--- config.mk ---
export PLATFORM = sky130hd
export DESIGN_NAME = lane_permute_unit
export DESIGN_NICKNAME = d
export VERILOG_FILES = /design/src/rtl/lane_permute_pkg.sv /design/src/rtl/shuffle_imm_decoder.sv /design/src/rtl/shuffle_crossbar.sv /design/src/rtl/shuffle_ctrl.sv /design/src/rtl/lane_permute_unit.sv
export SDC_FILE = /design/constraint.sdc
export NUM_CORES = 1
export LEC_CHECK = 0
export BUFFER_PORTS_ARGS = -buffer_cell sky130_fd_sc_hd__buf_2
export CELL_PAD_IN_SITES_DETAIL_PLACEMENT = 0
export CELL_PAD_IN_SITES_GLOBAL_PLACEMENT = 1
export CORE_AREA = 2 2 178 180
export CTS_CLUSTER_SIZE = 30
export DETAILED_ROUTE_END_ITERATION = 10
export DIE_AREA = 0 0 180 182
export GPL_TIMING_DRIVEN = 0
export PLACE_DENSITY = 0.59
export SYNTH_ARGS = -nofsm -noshare
export SYNTH_HDL_FRONTEND = slang
export SYNTH_HIERARCHICAL = 1
export SYNTH_SLANG_ARGS = --single-unit
--- constraint.sdc ---
create_clock -name clk -period 1 [get_ports clk]
set_clock_uncertainty 0.15 [all_clocks]
set_input_delay 0.1 -clock clk [delete_from_list [all_inputs] [get_ports clk]]
set_output_delay 0.1 -clock clk [all_outputs]
set_load 0.01 [all_outputs]
--- src/rtl/lane_permute_pkg.sv ---
package lane_permute_pkg;
    localparam int NUM_LANES = 4;
    localparam int SEL_W     = $clog2(NUM_LANES);
    localparam int IMM_W     = NUM_LANES * SEL_W;
    localparam int HALF      = NUM_LANES / 2;

    typedef enum logic {
        MODE_DWORD = 1'b0,
        MODE_QWORD = 1'b1
    } lane_mode_e;

    typedef enum logic {
        ST_IDLE = 1'b0,
        ST_EMIT = 1'b1
    } ctrl_state_e;

    typedef logic [SEL_W-1:0] lane_sel_t;
endpackage

--- src/rtl/shuffle_imm_decoder.sv ---
module shuffle_imm_decoder
    import lane_permute_pkg::*;
(
    input  logic                  lane_mode,
    input  logic [IMM_W-1:0]      imm,
    output lane_sel_t             sel [NUM_LANES],
    output logic                  rsvd_err
);
    lane_mode_e mode;
    assign mode = lane_mode_e'(lane_mode);

    // Quadword mode: each half uses one immediate bit; result lane k in a
    // half takes source lane {bit, k%2}.
    for (genvar k = 0; k < NUM_LANES; k++) begin : g_sel
        localparam int HALF_IDX = k / HALF;
        localparam int SUB      = k % HALF;
        always_comb begin
            unique case (mode)
                MODE_DWORD: sel[k] = imm[k*SEL_W +: SEL_W];
                MODE_QWORD: sel[k] = {imm[HALF_IDX], SUB[0]};
                default:    sel[k] = '0;
            endcase
        end
    end

    always_comb begin
        unique case (mode)
            MODE_QWORD: rsvd_err = |imm[IMM_W-1:2];
            default:    rsvd_err = 1'b0;
        endcase
    end
endmodule

--- src/rtl/shuffle_crossbar.sv ---
module shuffle_crossbar
    import lane_permute_pkg::*;
#(
    parameter int LANE_W = 32,
    localparam int VEC_W = LANE_W * NUM_LANES
) (
    input  logic [VEC_W-1:0] vec_a,
    input  logic [VEC_W-1:0] vec_b,
    input  lane_sel_t        sel [NUM_LANES],
    output logic [VEC_W-1:0] shuffled
);
    // Every lane reads the unmodified inputs; no lane sees another's output.
    for (genvar k = 0; k < NUM_LANES; k++) begin : g_lane
        if (k < HALF) begin : g_from_a
            assign shuffled[k*LANE_W +: LANE_W] = vec_a[sel[k]*LANE_W +: LANE_W];
        end else begin : g_from_b
            assign shuffled[k*LANE_W +: LANE_W] = vec_b[sel[k]*LANE_W +: LANE_W];
        end
    end
endmodule

--- src/rtl/shuffle_ctrl.sv ---
module shuffle_ctrl
    import lane_permute_pkg::*;
(
    input  logic clk,
    input  logic rst_n,
    input  logic in_valid,
    output logic load_en,
    output logic out_valid
);
    ctrl_state_e state, state_nx;

    always_ff @(posedge clk or negedge rst_n) begin
        if (!rst_n) state <= ST_IDLE;
        else        state <= state_nx;
    end

    always_comb begin
        unique case (state)
            ST_IDLE: state_nx = in_valid ? ST_EMIT : ST_IDLE;   // accept / wait
            ST_EMIT: state_nx = in_valid ? ST_EMIT : ST_IDLE;   // stream / drain
            default: state_nx = ST_IDLE;
        endcase
    end

    always_comb begin
        load_en   = in_valid;
        unique case (state)
            ST_EMIT: out_valid = 1'b1;
            default: out_valid = 1'b0;
        endcase
    end
endmodule

--- src/rtl/lane_permute_unit.sv ---
module lane_permute_unit
    import lane_permute_pkg::*;
#(
    parameter int LANE_W = 32,
    localparam int VEC_W = LANE_W * NUM_LANES
) (
    input  logic             clk,
    input  logic             rst_n,
    input  logic             in_valid,
    input  logic             lane_mode,
    input  logic [IMM_W-1:0] imm,
    input  logic [VEC_W-1:0] vec_a,
    input  logic [VEC_W-1:0] vec_b,
    output logic [VEC_W-1:0] out_result,
    output logic             out_err,
    output logic             out_valid
);
    lane_sel_t        sel [NUM_LANES];
    logic             rsvd_err;
    logic [VEC_W-1:0] shuffled;
    logic             load_en;

    shuffle_imm_decoder u_dec (
        .lane_mode (lane_mode),
        .imm       (imm),
        .sel       (sel),
        .rsvd_err  (rsvd_err)
    );

    shuffle_crossbar #(.LANE_W(LANE_W)) u_xbar (
        .vec_a    (vec_a),
        .vec_b    (vec_b),
        .sel      (sel),
        .shuffled (shuffled)
    );

    shuffle_ctrl u_ctrl (
        .clk       (clk),
        .rst_n     (rst_n),
        .in_valid  (in_valid),
        .load_en   (load_en),
        .out_valid (out_valid)
    );

    always_ff @(posedge clk or negedge rst_n) begin
        if (!rst_n) begin
            out_result <= '0;
            out_err    <= 1'b0;
        end else if (load_en) begin
            out_result <= shuffled;
            out_err    <= rsvd_err;
        end
    end
endmodule

==> flow_summary.toml <==
[power_and_ir_drop]
p_total_mw = 20.18
p_per_area_mw_per_mm2 = 1515
vdd_drop_max_mv = 1.020
leakagePower_nw = 6.176

[timing]
finalSetupViolCount = 258
slew_violations = 0
setup_ws_ps = -462.9
worst_pin_slew_ps = 670.0
fmax_ghz = 0.6836
timing.hold.ws_ps = -509.5
setup-tns-final_ps = -76160
relSlewSlack_pct = 55.33
rsz0062_at_grt = "yes"
timing.final.crit_period_ps = 1463
final_hold_viol_count = 179
timing.final.crit_share_pct = 146.3

[yosys]
synth-xor-area-share_pct = 0
ys_seq_area_share_pct = 39.56
yosys_most_used_dff = "dfrtp_1"
syn_nets = 716
yosysWarnings = 6
synthesis.area_mm2 = 0.008224
synth_cells = 448
synth_area_per_cell_um2 = 18.36
ys_ff_latch = 130
synth-simple-area-share_pct = 0.5477
synthAdderAreaFrac_pct = 0
synth.area.mux_share_pct = 53.08
synth-async-reset-ratio_pct = 100.0
synth_top_family_by_area = "multiplexers"
synth_edf_count = 0
synth_compound_area_share_pct = 0.3195
synth_cell_type_count = 16

[grt]
use_met3_pct = 6.919
grt_pass1_wl_um = 44300
grt_pass1_vias = 6975
globalRouteOverflowTotal = 0
gr-max-usage-layer = "met2"
antenna_found_initial = 9
met2_usage_pct = 32.14
grt_use_met1_pct = 20.77
grt_usage_pct = 18.23
grt_max_degree = 69

[drt]
antenna_left = 0
via_per_inst = 4.782
routed_wl_um = 30740
drt_iter0_markers = 162
drtPass1Iterations = 4
remaining_drc_errors = 0
vias = 6585
wl_per_cell_um = 22.33

[worst_setup_path]
cp.arrival_ps = 1630
worstPathRequired_ps = 1170
crit_fanout = 5
criticalPathCategory = "in -> reg"
start_kind = "primary input"
worstSetupEndpointType = "register"
r2r_start = "out_result[97]"
worstSetupStartpoint = "lane_mode"

[finish]
area_growth_pct = 62.00
drive_above_1_share_pct = 85.79
multi_input_area_mm2 = 0.004792
nFillCells = 2912
layout.nets = 1226
register_area_mm2 = 0.003253

[clock_network]
h-tree-depth = 4
cts_tree = "done"
clk_latency_ps = 430
hold_buffers = 1
path_clk_slew_ps = 60
cts_sinks = 130
clockRootBuffer = "clkbuf_16"
cts_buffers = 17
clock_path_buffers = 2

[die]
core_mm2 = 0.03099
rows = 65
die_h_um = 182
start_util_pct = 26.54
ioPinCount = 398
die_area_mm2 = 0.03276
die_width_um = 180

[place]
gp_congestion = 0.7554
pre_cts_ws_ps = -1294
port-buffer-count = 397
hpwlAfterDp_um = 22150

[run_status]
violations = "hold timing, setup timing"
status = "finished with violations"

[hold_path]
hp-class = "in -> async"

[run]
maxCapViolCount = 0
-- metal layers --
layer | vias up | wire (um)
met2 | 276 | 15810
met1 | 3389 | 12060
met5 | - | 82
met4 | 12 | 282
met3 | 27 | 2502
li1 | 2881 | -
-- critical path: stages --
cell and delay (ps):
buf_12 110, buf_8 120, or2_4 290, buf_12 160, buf_12 140, mux4_2 430, mux2_4 270
-- per-stage QoR --
step | cell area [um2] | utilization, % | instances
floorplan | 8243 | - | 448
global placement | 10730 | 34.64 | 1247
detailed placement | 10770 | 34.75 | 1248
CTS | 12640 | 40.80 | 1329
global route | 13320 | 42.98 | 1375
finish | 13320 | 43.00 | 1377
-- worst paths after layout --
path / to / slack, ps / cells after the start
worst max-delay path: out_result[56] / -460 / 7
worst min-delay path: out_result[66] / -510 / 1
worst max register to register: out_result[97] / -170 / 3
worst min register to register: out_result[88] / 350 / 1
max in group asynchronous: out_result[34] / 380 / 2
min in group clk: out_result[66] / -30 / 3
-- what timing repair did --
| action | in CTS | in global routing |
|---|---|---|
| gates resized for setup | 165 | 74 |
| cloned | 9 | 6 |
| setup buffers | 40 | 46 |
| pin swaps | 2 | 2 |
| endpoints found under the setup margin | 258 | 258 |
| endpoints found under the hold margin | 189 | 184 |
-- report_power, final --
part	total [mW]	switching, mW	internal (mW)	leakage, nW
Clock	6.69	2.57	4.12	0.302
Combinational	6.84	2.53	4.31	4.35
Sequential	6.65	0.533	6.12	1.52
Total	20.2	5.63	14.6	6.18
-- cell usage after synthesis, types with 2 or more instances --
master / instances / area, um2
mux4_2: 120 / 2703
inv_1: 5 / 18.77
buf_6: 18 / 202.7
mux4_1: 8 / 210.2
buf_2: 13 / 65.06
nand2_1: 2 / 7.510
o21ai_0: 3 / 15.01
mux2_2: 129 / 1453
nor2b_1: 2 / 12.51
dfrtp_1: 130 / 3253
or2_1: 2 / 12.51
buf_12: 12 / 240.2
-- cell families after synthesis --
family / Yosys count
compound gates: 5
simple gates: 7
mux: 257
flops: 130
buf+inv: 49
-- cell usage in the layout (no fill, tap or decap), types with 4 or more instances in the layout --
cell	n
buf_8	6
dfrtp_1	130
buf_2	330
buf_16	6
buf_12	24
o21ai_4	4
inv_1	5
buf_4	66
mux2_4	81
mux2_2	48
clkbuf_16	23
diode_2	4
buf_6	96
mux4_2	128
-- flip-flops by register name, summed over array words and instances (netlist names) --
register      cells
out_err           1
u_ctrl/state      1
out_result      128
-- cell type report --
type                            instances  share of cell area [%]
Clock inverter                         12                   1.165
Inverter                                5                  0.1409
Multi-Input combinational cell        269                   35.97
Buffer                                 40                   4.198
Clock buffer                           20                   3.503
Antenna cell                            4                 0.07513
Tap cell                              402                   3.775
Sequential cell                       130                   24.42
Timing Repair Buffer                  495                   26.76
Note: power is estimated with default switching activity, not from simulation.
